## src/rtl/dtc_pkg.sv

```systemverilog
`timescale 1ns/1ps
package dtc_pkg;

  typedef enum logic [2:0] {
    ST_IDLE    = 3'd0,
    ST_HS_ON   = 3'd1,
    ST_HL_WAIT = 3'd2,
    ST_LS_ON   = 3'd3,
    ST_LH_WAIT = 3'd4,
    ST_LH_DLY  = 3'd5
  } dtc_state_e;

  function automatic int max3(input int a, input int b, input int c);
    int m;
    m = a;
    if (b > m) m = b;
    if (c > m) m = c;
    return m;
  endfunction

endpackage

```

## src/rtl/dtc_sync.sv

```systemverilog
`timescale 1ns/1ps
module dtc_sync #(
  parameter int W      = 4,
  parameter int STAGES = 2
) (
  input  logic         clk,
  input  logic         rst_n,
  input  logic [W-1:0] d,
  output logic [W-1:0] q
);

  logic [W-1:0] stg [STAGES];

  always_ff @(posedge clk or negedge rst_n) begin
    if (!rst_n) stg[0] <= '0;
    else        stg[0] <= d;
  end

  generate
    for (genvar i = 1; i < STAGES; i++) begin : g_stage
      always_ff @(posedge clk or negedge rst_n) begin
        if (!rst_n) stg[i] <= '0;
        else        stg[i] <= stg[i-1];
      end
    end
  endgenerate

  assign q = stg[STAGES-1];

endmodule

```

## src/rtl/dtc_timer.sv

```systemverilog
`timescale 1ns/1ps
module dtc_timer #(
  parameter int CW = 6
) (
  input  logic          clk,
  input  logic          rst_n,
  input  logic          clr,
  output logic [CW-1:0] cnt
);

  localparam logic [CW-1:0] TOP = '1;

  always_ff @(posedge clk or negedge rst_n) begin
    if (!rst_n)          cnt <= '0;
    else if (clr)        cnt <= '0;
    else if (cnt != TOP) cnt <= cnt + CW'(1);
  end

endmodule

```

## src/rtl/dtc_fsm.sv

```systemverilog
`timescale 1ns/1ps
module dtc_fsm
  import dtc_pkg::*;
#(
  parameter int FIXED_DLY = 30,
  parameter int TIMEOUT   = 38,
  parameter int HS_DLY    = 4,
  parameter int CW        = 6
) (
  input  logic          clk,
  input  logic          rst_n,
  input  logic          s_pwm,
  input  logic          s_allow,
  input  logic          s_sw,
  input  logic          s_lsl,
  input  logic [CW-1:0] cnt,
  output logic          clr,
  output logic          hs_q,
  output logic          ls_q
);

  localparam logic [CW-1:0] FIX_LAST = CW'(FIXED_DLY - 1);
  localparam logic [CW-1:0] TMO_LAST = CW'(TIMEOUT - 1);
  localparam logic [CW-1:0] HSD_LAST = CW'(HS_DLY - 1);

  dtc_state_e st, nxt;
  logic       seen_q;
  logic       fall_hit, fixed_hit, tmo_hit;

  assign fall_hit  = seen_q && !s_sw;
  assign fixed_hit = (cnt == FIX_LAST) && !seen_q && !s_sw;
  assign tmo_hit   = (cnt == TMO_LAST);

  always_comb begin
    nxt = st;
    if (!s_allow) begin
      nxt = ST_IDLE;
    end else begin
      unique case (st)
        ST_IDLE:    nxt = s_pwm ? ST_LH_WAIT : ST_HL_WAIT;
        ST_HS_ON:   if (!s_pwm) nxt = ST_HL_WAIT;
        ST_HL_WAIT: begin
          if (s_pwm)                               nxt = ST_LH_WAIT;
          else if (tmo_hit || fall_hit || fixed_hit) nxt = ST_LS_ON;
        end
        ST_LS_ON:   if (s_pwm) nxt = ST_LH_WAIT;
        ST_LH_WAIT: begin
          if (!s_pwm)     nxt = ST_HL_WAIT;
          else if (s_lsl) nxt = ST_LH_DLY;
        end
        ST_LH_DLY: begin
          if (!s_pwm)               nxt = ST_HL_WAIT;
          else if (cnt == HSD_LAST) nxt = ST_HS_ON;
        end
        default:    nxt = ST_IDLE;
      endcase
    end
  end

  assign clr = (nxt != st);

  always_ff @(posedge clk or negedge rst_n) begin
    if (!rst_n) begin
      st     <= ST_IDLE;
      seen_q <= 1'b0;
      hs_q   <= 1'b0;
      ls_q   <= 1'b0;
    end else begin
      st <= nxt;
      if (st != ST_HL_WAIT || nxt != ST_HL_WAIT) seen_q <= 1'b0;
      else if (s_sw)                             seen_q <= 1'b1;
      hs_q <= (nxt == ST_HS_ON);
      ls_q <= (nxt == ST_LS_ON);
    end
  end


  a_r2_no_overlap: assert property (@(posedge clk) disable iff (!rst_n)
    !(hs_q && ls_q));


  a_r3_disable_forces_off: assert property (@(posedge clk) disable iff (!rst_n)
    !s_allow |=> (!hs_q && !ls_q));


  a_r4_ls_rise_after_gap: assert property (@(posedge clk) disable iff (!rst_n)
    $rose(ls_q) |-> !$past(hs_q));


  a_r6_timeout_bound: assert property (@(posedge clk) disable iff (!rst_n)
    (st == ST_HL_WAIT) |-> (cnt < CW'(TIMEOUT)));


  a_r7_hs_rise_after_gap: assert property (@(posedge clk) disable iff (!rst_n)
    $rose(hs_q) |-> !$past(ls_q));

endmodule

```

## src/rtl/deadtime_gate_ctrl.sv

```systemverilog
`timescale 1ns/1ps
module deadtime_gate_ctrl
  import dtc_pkg::*;
#(
  parameter int FIXED_DLY   = 30,
  parameter int TIMEOUT     = 38,
  parameter int HS_DLY      = 4,
  parameter int SYNC_STAGES = 2
) (
  input  logic clk,
  input  logic rst_n,
  input  logic pwm_in,
  input  logic gate_allow,
  input  logic sw_above,
  input  logic lsg_below,
  output logic hs_en,
  output logic ls_en
);

  localparam int CMAX = max3(FIXED_DLY, TIMEOUT, HS_DLY);
  localparam int CW   = $clog2(CMAX + 1);
  localparam int NIN  = 4;

  logic [NIN-1:0] raw_in, syn_in;
  logic [CW-1:0]  cnt;
  logic           clr;

  assign raw_in = {pwm_in, gate_allow, sw_above, lsg_below};

  dtc_sync #(.W(NIN), .STAGES(SYNC_STAGES)) u_sync (
    .clk  (clk),
    .rst_n(rst_n),
    .d    (raw_in),
    .q    (syn_in)
  );

  dtc_timer #(.CW(CW)) u_timer (
    .clk  (clk),
    .rst_n(rst_n),
    .clr  (clr),
    .cnt  (cnt)
  );

  dtc_fsm #(
    .FIXED_DLY(FIXED_DLY),
    .TIMEOUT  (TIMEOUT),
    .HS_DLY   (HS_DLY),
    .CW       (CW)
  ) u_fsm (
    .clk    (clk),
    .rst_n  (rst_n),
    .s_pwm  (syn_in[3]),
    .s_allow(syn_in[2]),
    .s_sw   (syn_in[1]),
    .s_lsl  (syn_in[0]),
    .cnt    (cnt),
    .clr    (clr),
    .hs_q   (hs_en),
    .ls_q   (ls_en)
  );

endmodule

```

## config.mk

```make
export PLATFORM = sky130hd
export DESIGN_NAME = deadtime_gate_ctrl
export DESIGN_NICKNAME = d
export VERILOG_FILES = /design/src/rtl/dtc_pkg.sv /design/src/rtl/dtc_sync.sv /design/src/rtl/dtc_timer.sv /design/src/rtl/dtc_fsm.sv /design/src/rtl/deadtime_gate_ctrl.sv
export SDC_FILE = /design/constraint.sdc
export NUM_CORES = 1
export LEC_CHECK = 0
export ABC_AREA = 0
export BUFFER_PORTS_ARGS = -buffer_cell sky130_fd_sc_hd__buf_4
export CORE_UTILIZATION = 45
export CTS_BUF_LIST = sky130_fd_sc_hd__clkbuf_16
export CTS_CLUSTER_DIAMETER = 80
export CTS_CLUSTER_SIZE = 25
export DETAILED_ROUTE_END_ITERATION = 8
export GPL_ROUTABILITY_DRIVEN = 0
export PLACE_DENSITY_LB_ADDON = 0.2
export SLEW_MARGIN = 20
export SYNTH_ARGS = -nofsm -noshare
export SYNTH_HDL_FRONTEND = slang
export SYNTH_SLANG_ARGS = --single-unit
```

## constraint.sdc

```tcl
create_clock -name clk -period 1.4 [get_ports clk]
set_input_delay 0.14 -clock clk [delete_from_list [all_inputs] [get_ports clk]]
set_output_delay 0.14 -clock clk [all_outputs]
set_load 0.01 [all_outputs]
```

==> results_tabular.tex <==
\begin{tabular}{lr}
\hline
Metric & Value \\
\hline
\multicolumn{2}{l}{\textbf{Run status}} \\
Status & finished with violations \\
Failing checks & negative setup slack \\
\multicolumn{2}{l}{\textbf{Yosys}} \\
Syn\_nets & 81 \\
Cells after Synth & 73 \\
Cell type with the highest aggregate area in the netlist & dfrtp\_1 \\
Number of register bits inferred by synthesis & 20 \\
Cell Area, Synth & around 880 um2 \\
Leading post-synthesis cells by cell area & dfrtp\_1, a311oi\_4, ha\_1 \\
Count of warnings emitted by yosys & 0 \\
Number of unique standard cell types used by synthesis & 31 \\
Proportion of netlist area held by the largest area contributor & a little under three fifths \\
Average cell area after synthesis & 12.1 um2 \\
Sequential element share of the synthesized area & between 50\% and 60\% \\
\multicolumn{2}{l}{\textbf{Die}} \\
Die outline width & about 46 um \\
Area of the core & between 0.0015 and 0.002 mm2 \\
Starting density of the core & about 49\% \\
\# IOs & 8 \\
Die area & about 0.0021 mm2 \\
Y dimension of the die & between 40 and 50 um \\
Row count & 15 \\
\multicolumn{2}{l}{\textbf{Worst setup path}} \\
Required time at the endpoint of the critical path & between 1.5 and 2 ns \\
Category of the most critical setup path & reg2reg \\
Reg-to-reg endpoint & u\_timer.cnt[3] \\
Critical path endpoint category & flop \\
Path depth of the worst reg2reg path & 5 \\
Category of the worst setup path launch point & flop \\
Data arrival at the endpoint of the critical path & 1.73 ns \\
Critical path origin & u\_fsm.st[2] \\
Startpoint of the lowest-slack register-to-register path & u\_fsm.st[2] \\
Crit-path max FO & 6 \\
Internal reg-to-reg setup slack & -0.18 ns \\
Worst setup path endpoint & u\_timer.cnt[3] \\
\multicolumn{2}{l}{\textbf{Layout}} \\
Count of non-filler cells in the finished layout & around 140 \\
Final Core Density & 74.7\% \\
Fraction of final layout cells sized beyond drive strength 1 & 43.8\% \\
Diodes inserted & 0 \\
Area delta synth->final & 51.1\% \\
Total Nets Final & around 120 \\
Total non-filler cell area in the finished layout & $\sim$0.0013 mm2 \\
\multicolumn{2}{l}{\textbf{Clocking}} \\
Clock latency on the worst-skew pair & around 0.25 ns \\
Clock tree from TritonCTS & yes \\
Number of H-tree levels & 1 \\
Clock transition at the registers of the reported paths & roughly 0.050 ns \\
Master cell of the clock root buffer & clkbuf\_16 \\
Clock buffer depth & 2 \\
Clock Sinks & 20 \\
CTS Buf Count & 3 \\
\multicolumn{2}{l}{\textbf{Timing}} \\
Min Clock Period, post-route & approximately 1.6 ns \\
Worst Max-Slew Pin Slew & 0.299 ns \\
Final number of setup-violating endpoints & 11 \\
Least setup slack across all paths after layout & -0.183 ns \\
Part of the cycle the worst path needs & 113\% \\
Setup repair after global routing missed its margin & yes \\
Hold\_ws & roughly 0.3 ns \\
Largest clock skew in the final design & $\sim$0.0022 ns \\
Total Negative Setup Slacks & -1.40 ns \\
Pins over their slew limit & 0 \\
Max-slew headroom at the worst pin & 79.9\% \\
Fmax & 0.632 GHz \\
Final-report hold violation count & 0 \\
\multicolumn{2}{l}{\textbf{Run}} \\
Count of max-cap constraint violations & 0 \\
\multicolumn{2}{l}{\textbf{Pwr}} \\
Power Total & $\sim$1.4 mW \\
Worst-case vdd ir drop & 0.000928 V \\
Power density normalized to cell area & about 1000 mW/mm2 \\
Pleak & roughly 0.6 nW \\
\multicolumn{2}{l}{\textbf{GRT}} \\
Pin count of the biggest net entering global routing & 21 \\
Number of antenna violations at the first check in global routing & 0 \\
All-Layer GR Usage & between 20\% and 30\% \\
Remaining global-route overflow & 0 \\
First-pass GRT wire length & $\sim$3000 um \\
Vias in the first global route & 670 \\
\multicolumn{2}{l}{\textbf{Detailed routing}} \\
Overall via count from detail\_route & roughly 750 \\
Detail Route Antenna Nets & 0 \\
WL/cell & between 15 and 20 um \\
Wire length reported by the detailed router & roughly 2100 um \\
Vias per Instance & about 5.5 \\
Remaining DRCs & 0 \\
First-pass iteration count of the detailed router & 4 \\
Count of routing violations after the opening detailed-route iteration & 23 \\
\multicolumn{2}{l}{\textbf{Place}} \\
Buffers added on ports & 7 \\
Placed Instance Area & 0.00113 mm2 \\
Placed instance count & 126 \\
DPL Wire Length & roughly 1300 um \\
Post-place setup slack & -0.215 ns \\
\multicolumn{2}{l}{\textbf{Hold path}} \\
Worst hold path class & in2async \\
\hline
\end{tabular}
-- synthesized netlist by cell type, drive strengths merged --
cell type and count:
o2111a 1, nor3 5, inv 2, or3b 1, o21a 1, a41o 1
nor3b 3, a311oi 1, nand3 2, a21oi 2, or2 1, o211ai 1
and3b 1, ha 2, nor4 3, mux2i 1, o21ai 2, a2111oi 2
nand2 5, dfrtp 20, a21bo 1, nor2b 2, nor4bb 1, xor2 1
o2111ai 1, nand2b 1, and3 3, nor2 5, nor4b 1
-- sequential cells by signal (all words and copies together) (netlist names) --
| signal | flops |
|---|---|
| u_fsm.hs_q | 1 |
| u_fsm.ls_q | 1 |
| u_fsm.seen_q | 1 |
| u_fsm.st | 3 |
| u_sync.q | 4 |
| u_sync.stg | 4 |
| u_timer.cnt | 6 |
-- area by class of cell --
cell class / count / area (um2)
multi-input cells: 51 / 433
inverters: 2 / 7.51
clock inverters: 1 / 3.75
fillers: 128 / 452
flip-flops and latches: 20 / 502
well taps: 25 / 31.3
repair buffers: 35 / 279
clock buffers: 3 / 75.1
-- worst max-delay path, stage by stage (launching register included) --
cell      delay, ns
dfrtp_1        0.42
buf_4          0.17
o211ai_1       0.12
a41o_1         0.22
o21a_2         0.25
nor4_2         0.29
-- how the worst min path moves through the flow --
stage | from | slack (ns) | to
floorplan | rst_n | -0.16 | u_fsm.hs_q
global placement | rst_n | 0.03 | u_fsm.st[1]
detailed placement | rst_n | 0.03 | u_fsm.seen_q
CTS | rst_n | 0.31 | u_fsm.seen_q
global route | rst_n | 0.35 | u_fsm.seen_q
finish | rst_n | 0.31 | u_fsm.st[1]
-- cell usage in the layout (no fill, tap or decap), drive strengths merged, types with 2 or more instances in the layout --
cell type	netlist	routed
nand2	5	5
ha	2	2
nand3	2	2
a2111oi	2	2
a21oi	2	2
dlygate4sd3	0	5
nor3b	3	3
nor2	5	5
nor2b	2	2
o21ai	2	2
nor4	3	3
and3	3	3
buf	0	30
dfrtp	20	20
clkbuf	0	3
inv	2	3
nor3	5	5
-- cell families (layout without fill, tap and decap cells) --
logic type,count (synthesis),count (layout),share of synthesized area [%]
and+or+nand+nor,34,34,23.6
DFF,20,20,56.8
AOI/OAI and AO/OA,13,13,13.8
adders and majority gates,2,2,2.84
buffers and inverters,2,41,0.853
xor gates and xnor gates,1,1,0.994
muxes,1,1,1.14
-- layer usage --
layer	share of wire, %	GRT usage, %
met1	47	29.6
met2	48	32.4
met3	2.8	3.53
met4	1.5	10.6
met5	0	0
-- repair_timing --
item                                    CTS  global route
endpoints found under the hold margin    24             0
pin swaps                                 6             2
cloned                                    0             0
setup buffers                             1             1
endpoints found under the setup margin   11            11
hold buffers                              5             0
resized for setup                         8             4
-- where the power goes --
part	switching, mW	internal (mW)
clock	0.205	0.380
combinational	0.0657	0.0774
sequential	0.0212	0.602
Note: power is estimated with default switching activity, not from simulation.
